## src/rtl/dispreg_pkg.sv

```systemverilog
// Package: shared constants and types for the display register file.
// Assumes an 8-bit register width with the clear command in the top bit.
package dispreg_pkg;
    localparam int REG_W     = 8;
    localparam int CLR_BIT   = REG_W - 1;
    localparam int CHARS     = 4;

    typedef enum logic [1:0] {
        ACC_IDLE  = 2'd0,
        ACC_READ  = 2'd1,
        ACC_WRITE = 2'd2,
        ACC_BOTH  = 2'd3
    } acc_e;
endpackage

```

## src/rtl/dispreg_bus_sync.sv

```systemverilog
// Module: dispreg_bus_sync
// Classifies the sampled bus state and turns a write strobe into a single
// commit pulse. Assumes the strobes are already stable in the clk domain.
module dispreg_bus_sync
    import dispreg_pkg::*;
(
    input  logic clk,
    input  logic rst_n,
    input  logic sel_lo_n,
    input  logic sel_hi,
    input  logic rd_n,
    input  logic wr_n,
    output logic wr_fire,
    output logic rd_drive
);
    logic selected;
    acc_e acc_kind;
    logic wr_level;
    logic wr_seen_q;

    // Decode the enables and strobes into an access kind.
    always_comb begin
        selected = !sel_lo_n && sel_hi;
        if (!selected)
            acc_kind = ACC_IDLE;
        else begin
            unique case ({!rd_n, !wr_n})
                2'b10:   acc_kind = ACC_READ;
                2'b01:   acc_kind = ACC_WRITE;
                2'b11:   acc_kind = ACC_BOTH;
                default: acc_kind = ACC_IDLE;
            endcase
        end
    end

    // A write level and a read drive exist only for a clean single strobe.
    always_comb begin
        wr_level = (acc_kind == ACC_WRITE);
        rd_drive = (acc_kind == ACC_READ);
    end

    // Remember the write level seen at the previous edge.
    always_ff @(posedge clk) begin
        if (!rst_n)
            wr_seen_q <= 1'b0;
        else
            wr_seen_q <= wr_level;
    end

    // Commit only on the first sampled edge of a write strobe.
    always_comb wr_fire = wr_level && !wr_seen_q;
endmodule

```

## src/rtl/dispreg_ctl_reg.sv

```systemverilog
// Module: dispreg_ctl_reg
// Holds the single control register. Reset clears it so the display is
// blank and no attribute or clear command is active.
module dispreg_ctl_reg #(
    parameter int REG_W = 8
) (
    input  logic             clk,
    input  logic             rst_n,
    input  logic             we,
    input  logic [REG_W-1:0] wdata,
    output logic [REG_W-1:0] q
);
    // Load the control byte on a committed write.
    always_ff @(posedge clk) begin
        if (!rst_n)
            q <= '0;
        else if (we)
            q <= wdata;
    end
endmodule

```

## src/rtl/dispreg_char_bank.sv

```systemverilog
// Module: dispreg_char_bank
// One register per character position, flattened onto one output bus.
// Assumes wipe takes priority over writes. Contents are not reset; they
// are defined by the first clear or write.
module dispreg_char_bank #(
    parameter int REG_W = 8,
    parameter int COUNT = 4,
    localparam int IDX_W = (COUNT > 1) ? $clog2(COUNT) : 1
) (
    input  logic                   clk,
    input  logic                   we,
    input  logic [IDX_W-1:0]       idx,
    input  logic [REG_W-1:0]       wdata,
    input  logic                   wipe,
    output logic [COUNT*REG_W-1:0] flat
);
    for (genvar k = 0; k < COUNT; k++) begin : g_slot
        logic [REG_W-1:0] slot_q;

        // Zero on wipe, else load when this position is addressed.
        always_ff @(posedge clk) begin
            if (wipe)
                slot_q <= '0;
            else if (we && (idx == IDX_W'(k)))
                slot_q <= wdata;
        end

        // Expose this slot on its lane of the flat bus.
        always_comb flat[k*REG_W +: REG_W] = slot_q;
    end
endmodule

```

## src/rtl/dispreg_bus_if.sv

```systemverilog
// Module: dispreg_bus_if (top)
// Host register file for a multi-character display: decodes the parallel
// bus, stores the character and control bytes, applies the memory clear
// and returns read data. Pad tristate control is external (rdata_oe).
module dispreg_bus_if
    import dispreg_pkg::*;
#(
    parameter int DATA_W   = REG_W,
    parameter int CHAR_CNT = CHARS,
    localparam int IDX_W   = (CHAR_CNT > 1) ? $clog2(CHAR_CNT) : 1,
    localparam int ADDR_W  = IDX_W + 1,
    localparam int CLR_POS = DATA_W - 1
) (
    input  logic                       clk,
    input  logic                       rst_n,
    input  logic                       sel_lo_n,
    input  logic                       sel_hi,
    input  logic                       rd_n,
    input  logic                       wr_n,
    input  logic [ADDR_W-1:0]          addr,
    input  logic [DATA_W-1:0]          wdata,
    output logic [DATA_W-1:0]          rdata,
    output logic                       rdata_oe,
    output logic [CHAR_CNT*DATA_W-1:0] glyph_regs,
    output logic [DATA_W-1:0]          ctl_reg
);
    logic             wr_fire;
    logic             rd_drive;
    logic             char_space;
    logic [IDX_W-1:0] char_idx;
    logic             ctl_we;
    logic             chr_we;
    logic             wipe;
    logic [DATA_W-1:0] ctl_q;
    logic [CHAR_CNT*DATA_W-1:0] chars_flat;

    dispreg_bus_sync u_sync (
        .clk      (clk),
        .rst_n    (rst_n),
        .sel_lo_n (sel_lo_n),
        .sel_hi   (sel_hi),
        .rd_n     (rd_n),
        .wr_n     (wr_n),
        .wr_fire  (wr_fire),
        .rd_drive (rd_drive)
    );

    // Split the address into space select and position index.
    always_comb begin
        char_space = addr[ADDR_W-1];
        char_idx   = addr[IDX_W-1:0];
    end

    // Route a commit; character writes are blocked while clear is held.
    always_comb begin
        ctl_we = wr_fire && !char_space;
        chr_we = wr_fire && char_space && !ctl_q[CLR_POS];
        wipe   = ctl_q[CLR_POS] || (ctl_we && wdata[CLR_POS]);
    end

    dispreg_ctl_reg #(.REG_W(DATA_W)) u_ctl (
        .clk   (clk),
        .rst_n (rst_n),
        .we    (ctl_we),
        .wdata (wdata),
        .q     (ctl_q)
    );

    dispreg_char_bank #(.REG_W(DATA_W), .COUNT(CHAR_CNT)) u_bank (
        .clk   (clk),
        .we    (chr_we),
        .idx   (char_idx),
        .wdata (wdata),
        .wipe  (wipe),
        .flat  (chars_flat)
    );

    // Select read data from the control byte or the addressed character.
    always_comb begin
        if (char_space)
            rdata = chars_flat[int'(char_idx)*DATA_W +: DATA_W];
        else
            rdata = ctl_q;
    end

    // Drive the exported state and the pad enable.
    always_comb begin
        rdata_oe   = rd_drive;
        glyph_regs = chars_flat;
        ctl_reg    = ctl_q;
    end
endmodule

```

## config.mk

```make
export PLATFORM = sky130hd
export DESIGN_NAME = dispreg_bus_if
export DESIGN_NICKNAME = d
export VERILOG_FILES = /design/src/rtl/dispreg_pkg.sv /design/src/rtl/dispreg_bus_sync.sv /design/src/rtl/dispreg_ctl_reg.sv /design/src/rtl/dispreg_char_bank.sv /design/src/rtl/dispreg_bus_if.sv
export SDC_FILE = /design/constraint.sdc
export NUM_CORES = 1
export LEC_CHECK = 0
export BUFFER_PORTS_ARGS = -buffer_cell sky130_fd_sc_hd__buf_2
export CAP_MARGIN = 20
export CORE_MARGIN = 2
export CORE_UTILIZATION = 50
export DETAILED_ROUTE_END_ITERATION = 8
export GPL_ROUTABILITY_DRIVEN = 0
export GPL_TIMING_DRIVEN = 0
export PLACE_DENSITY = 0.77
export SYNTH_ARGS = -nofsm -noshare
export SYNTH_HDL_FRONTEND = slang
export SYNTH_HIERARCHICAL = 1
export SYNTH_SLANG_ARGS = --single-unit
```

## constraint.sdc

```tcl
create_clock -name clk -period 2 [get_ports clk]
set_input_delay 0.1 -clock clk [delete_from_list [all_inputs] [get_ports clk]]
set_output_delay 0.1 -clock clk [all_outputs]
set_load 0.005 [all_outputs]
```

== Yosys cells after proc, flatten, opt, wreduce, memory -nomap -nowiden ==
Index checks and enable logic that the tools add are counted.

* Equal/unequal tests: 8
* Shifts and indexed selects: 1
* Reduce and logical (&&, ||, !) cells: 18
* Order comparisons: 0
* Div/mod/pow operators: 0
* Multiplexer cells: 3
* Bitwise gates (word level): 0
* Add/sub/neg operators: 0
* $mul: 0

{| class="wikitable"
|+ Operators by type and width
! kind !! count
|-
| variable part select 32 x 6 -> 8 bit || 1
|-
| equality test 2 bit (second input constant) || 5
|-
| logical AND 1 bit || 10
|-
| 2-to-1 mux 8 bit || 1
|-
| equality test 2 x 1 -> 1 bit (second input constant) || 3
|-
| logical NOT 1 bit || 6
|-
| case mux 2 bit (3 select lines) || 1
|-
| logical NOT 2 bit || 1
|-
| 2-to-1 mux 2 bit || 1
|-
| logical OR 1 bit || 1
|}

* Input port bits: 17
* Register bits: 41
* Latch bits: 0
* Memories kept: 0
* Word-level logic and storage cells: 36
* Output and inout port bits: 49
* Bits in read-only memories: 0
* RAM bits: 0

== Longest topological paths before layout ==
* Depth after elaboration: 9
* Depth in mapped cells: 7

== Hierarchy ==
The synthesis kept the hierarchy.

{| class="wikitable"
|+ By module, submodules not included
! module !! cells each !! seq. area each (um2) !! area an instance (um2) !! instances
|-
| dispreg_char_bank || 116 || 640.6 || 1285.0 || 1
|-
| dispreg_bus_if || 42 || 0.0 || 351.6 || 1
|-
| dispreg_ctl_reg || 25 || 160.2 || 301.5 || 1
|-
| dispreg_bus_sync || 6 || 20.0 || 55.1 || 1
|}

== Least setup slack after synthesis ==
No wires, ideal clock.

* Path type: input to register
* Start: input port sel_lo_n
* End: register u_bank.g_slot[0].slot_q[0]
* Slack: 0.625 ns
* Cell stages on the path: 7
* Arrival: 1.254 ns
* Path buffers: 1
* Cells stage by stage: nand4bb_1 -> nor2_1 -> nand2_1 -> nor2_1 -> or3b_1 -> buf_6 -> mux2i_1

* Longest elaborated chain between the ends: 8
* Elaborated cells between the ends (all ways): 11
* Classes of those cells: eq/ne (1); mux (1); reduce/logical (9)

{| class="wikitable"
|+ RTL lines
! item !! RTL line !! text
|-
| start, declared || dispreg_bus_if.sv:16 || <nowiki>input logic sel_lo_n,</nowiki>
|-
| logical NOT 1 bit || dispreg_bus_sync.sv:23 || <nowiki>selected = !sel_lo_n && sel_hi;</nowiki>
|-
| logical AND 1 bit || dispreg_bus_sync.sv:23 ||
|-
| 2-to-1 mux 2 bit || dispreg_bus_sync.sv:24 || <nowiki>if (!selected)</nowiki>
|-
| equality test 2 bit || dispreg_bus_sync.sv:38 || <nowiki>wr_level = (acc_kind == ACC_WRITE);</nowiki>
|-
| logical AND 1 bit || dispreg_bus_sync.sv:51 || <nowiki>always_comb wr_fire = wr_level && !wr_seen_q;</nowiki>
|-
| via wr_fire || dispreg_bus_if.sv:27 || <nowiki>logic wr_fire;</nowiki>
|-
| logical AND 1 bit (2 in series) || dispreg_bus_if.sv:57 || <nowiki>chr_we = wr_fire && char_space && !ctl_q[CLR_POS];</nowiki>
|-
| via chr_we || dispreg_bus_if.sv:32 || <nowiki>logic chr_we;</nowiki>
|-
| logical AND 1 bit || dispreg_char_bank.sv:24 || <nowiki>else if (we && (idx == IDX_W'(k)))</nowiki>
|-
| end signal, assigned || dispreg_char_bank.sv:25 || <nowiki>slot_q <= wdata;</nowiki>
|-
| end, declared || dispreg_char_bank.sv:18 || <nowiki>logic [REG_W-1:0] slot_q;</nowiki>
|}

The timed path passes the listed nets, and every way through them passes these cells.
A chain may end at the register's enable or synchronous reset.

== Final worst setup path ==
* Start: register u_sync.wr_seen_q
* End: register u_bank.g_slot[3].slot_q[3]

* Longest elaborated chain between the ends: 5
* Elaborated cells between the ends (all ways): 8
* Classes of those cells: reduce/logical (8)

{| class="wikitable"
|+ RTL lines
! item !! RTL line !! text
|-
| start, declared || dispreg_bus_sync.sv:19 || <nowiki>logic wr_seen_q;</nowiki>
|-
| start signal, assigned || dispreg_bus_sync.sv:47 || <nowiki>wr_seen_q <= wr_level;</nowiki>
|-
| logical NOT 1 bit || dispreg_bus_sync.sv:51 ||
|-
| logical AND 1 bit || dispreg_bus_sync.sv:51 ||
|-
| via wr_fire || dispreg_bus_if.sv:27 ||
|-
| logical AND 1 bit || dispreg_bus_if.sv:56 || <nowiki>ctl_we = wr_fire && !char_space;</nowiki>
|-
| via ctl_we || dispreg_bus_if.sv:31 || <nowiki>logic ctl_we;</nowiki>
|-
| logical AND 1 bit || dispreg_bus_if.sv:58 || <nowiki>wipe = ctl_q[CLR_POS] || (ctl_we && wdata[CLR_POS]);</nowiki>
|-
| logical OR 1 bit || dispreg_bus_if.sv:58 ||
|-
| via wipe || dispreg_bus_if.sv:33 || <nowiki>logic wipe;</nowiki>
|-
| end signal, assigned || dispreg_char_bank.sv:25 ||
|-
| end, declared || dispreg_char_bank.sv:18 ||
|}

The timed path passes the listed nets, and every way through them passes these cells.

==> flow_metrics.py <==
metrics = {
    "synthesis": {
        "synth-seq-cells": 41,
        "seq_area_frac_synth": 0.4118,
        "ys.warnings.count": 6,
        "synth_top_family_by_area": "multiplexers",
        "synth-simple-area-share": 0.2222,
        "syn_area_sq_mm": 0.001993,
        "synth_mux_area_frac": 0.2812,
        "synthXorXnorAreaFrac": 0,
        "synth_fa_ha_area_frac": 0,
        "synth_cell_type_count": 20,
        "syn_inst": 189,
        "synth.avg_cell_area_sq_um": 10.55,
        "synth-compound-area-share": 0.03892,
        "syn_nets": 206,
    },
    "global_routing": {
        "antenna_found_initial": 0,
        "grt-ovfl-total": 0,
        "grt_max_degree": 14,
        "grt_pass1_wl_mm": 7.914,
        "grt_util_all_layers": 0.2431,
        "grt_pass1_vias": 1654,
    },
    "placement": {
        "portBuffers": 65,
        "dp_cells": 302,
        "dp_hpwl_mm": 3.469,
    },
    "die": {
        "die_w_microns": 67.14,
        "ioPinCount": 66,
        "design.core.area_sq_mm": 0.003744,
        "chipHeight_microns": 67.14,
        "num_rows": 22,
        "floorplan.die_area_sq_mm": 0.004507,
        "start_util": 0.5324,
    },
    "critical_path": {
        "worstPathRequired_ns": 2.16,
        "start_kind": "flop",
        "slowest_delay_ns": 0.39,
        "path_class": "reg2reg",
        "arrival_ns": 1.87,
        "slowest_stage": "clkbuf_1",
        "crit_chain": "nor2_1 > nor2b_1 > a21o_1 > clkbuf_1 > nand2b_1 > mux2i_1",
        "critical_path.max_fanout": 10,
        "endpoint_kind": "flop",
    },
    "layout": {
        "area_delta_synth_final_pct": 26.05,
        "layout_common_cells": "buf_2 (68), mux2i_1 (56), nand2b_1 (49), dfxtp_1 (41), nor2b_1 (9)",
        "antenna_cells": 0,
        "layout_commonest_cell": "buf_2",
        "fin_cells": 310,
        "layout.nets": 278,
        "drive_above_1_share": 0.3092,
    },
    "detailed_routing": {
        "wire_per_inst_microns": 16.23,
        "dr.pass1.iters": 4,
        "routed-wl-met3_microns": 277,
        "vias": 1623,
        "ant_nets": 0,
        "drc_errors": 0,
        "wl_met1_mm": 2.190,
        "wirelength_mm": 5.030,
        "met2_length_mm": 2.470,
        "routed.top_layer": "met4",
        "viasPerCell": 5.235,
        "drt_iter0_markers": 95,
    },
    "clock_network": {
        "clk_pin_slew_ns": 0.09,
        "clock_latency_ns": 0.30,
        "clock-root-buffer": "clkbuf_8",
        "holdBufCountCts": 0,
        "cts_tree": "built",
        "cts_sinks": 41,
        "cts_buffers": 5,
        "post_cts_resized": 0,
        "htreeDepth": 2,
        "cts.path.max_buffers": 2,
        "cts_setup_buffers": 0,
    },
    "pwr": {
        "vdd_drop_max_mv": 0.4563,
        "p_leak_nw": 1.307,
        "finalPower_mw": 2.033,
        "power_density_mw_per_mm2": 809.2,
    },
    "sta": {
        "finalHoldViolations": 0,
        "setup_tns_ns": 0,
        "max_freq_ghz": 0.5839,
        "setup_violations": 0,
        "finClkSkew_ns": 0.005778,
        "final_max_slew_viol_count": 0,
        "tightest_slew_ns": 0.6675,
        "rsz0062_at_grt": "false",
        "min_period_over_period": 0.8563,
        "max_slew_margin": 0.5538,
        "timing.final.crit_period_ns": 1.713,
    },
    "worst_hold_path": {
        "hold_path.class": "in2reg",
    },
    "job": {
        "drv_cap": 0,
    },
    "outcome": {
        "status": "finished, final reports clean",
    },
}
final cells by class:
| type | count | area, sq um |
|---|---|---|
| Clock buffer | 5 | 68.82 |
| Inverter | 1 | 3.754 |
| Clock inverter | 3 | 65.06 |
| Buffer | 12 | 87.58 |
| Multi-Input combinational cell | 135 | 1081 |
| Tap cell | 48 | 60.06 |
| Sequential cell | 41 | 820.8 |
| Timing Repair Buffer | 65 | 325.3 |
| Fill cell | 330 | 1231 |
cell families after synthesis:
| logic type | count (synthesis) |
|---|---|
| DFF | 41 |
| buffers and inverters | 13 |
| and+or+nand+nor | 70 |
| AOI/OAI and AO/OA | 9 |
| muxes | 56 |
metal layers:
layer | GRT usage | vias up
met5 | 0 | -
met4 | 0.08929 | 0
met3 | 0.05833 | 9
met2 | 0.4134 | 57
met1 | 0.2980 | 756
li1 | - | 801
sequential cells by signal (all words and copies together), names as in the netlist:
register / cells
u_bank/g_slot.slot_q: 32
u_ctl/q: 8
u_sync/wr_seen_q: 1
cells in the mapped netlist:
library cell	instances	area (sq um)
a21o_1	1	7.510
and3b_1	1	8.760
and4bb_2	1	12.51
buf_1	1	3.750
buf_12	1	20.02
buf_2	3	15.01
buf_6	3	33.78
clkbuf_1	4	15.01
dfxtp_1	41	820.8
inv_1	1	3.750
mux2i_1	56	560.5
nand2_1	2	7.510
nand2b_1	49	306.5
nand3_1	1	5.000
nand3b_1	2	15.01
nand4bb_1	1	11.26
nor2_1	3	11.26
nor2b_1	9	56.30
o221ai_1	8	70.07
or3b_1	1	8.760
final timing paths:
| check | start | end | slack, ns | cells after the start |
|---|---|---|---|---|
| max | u_sync/wr_seen_q | u_bank/g_slot[3].slot_q[3] | 0.29 | 6 |
| min | wdata[5] | u_ctl/q[5] | 0.08 | 3 |
| max reg2reg | u_sync/wr_seen_q | u_bank/g_slot[3].slot_q[3] | 0.29 | 6 |
| min reg2reg | u_bank/g_slot[2].slot_q[3] | u_bank/g_slot[2].slot_q[3] | 0.50 | 2 |
worst max-delay path, delay by kind of cell, from the launching register on:
kind | cells | cell delay (ns)
AOI/OAI and AO/OA | 1 | 0.19
buffers and inverters | 1 | 0.39
DFF | 1 | 0.30
muxes | 1 | 0.11
and+or+nand+nor | 3 | 0.59
metrics by stage:
stage          instance area, sq um    util  hold slack (ns)  worst slack, ns
2_1_floorplan                  1993       -           0.2122           0.6253
3_3_place_gp                   2379  0.6354           0.3745           0.2334
3_5_place_dp                   2379  0.6354           0.3825           0.1556
4_1_cts                        2512  0.6711          0.07896           0.3079
5_1_grt                        2512  0.6711          0.08684           0.1226
6_report                       2512  0.6711          0.08199           0.2875
power breakdown:
part	internal [mW]	switching, mW	total, mW
Combinational	0.157	0.140	0.297
Clock	0.496	0.295	0.791
Sequential	0.891	0.0545	0.945
Power figures use the tool's default switching activity.
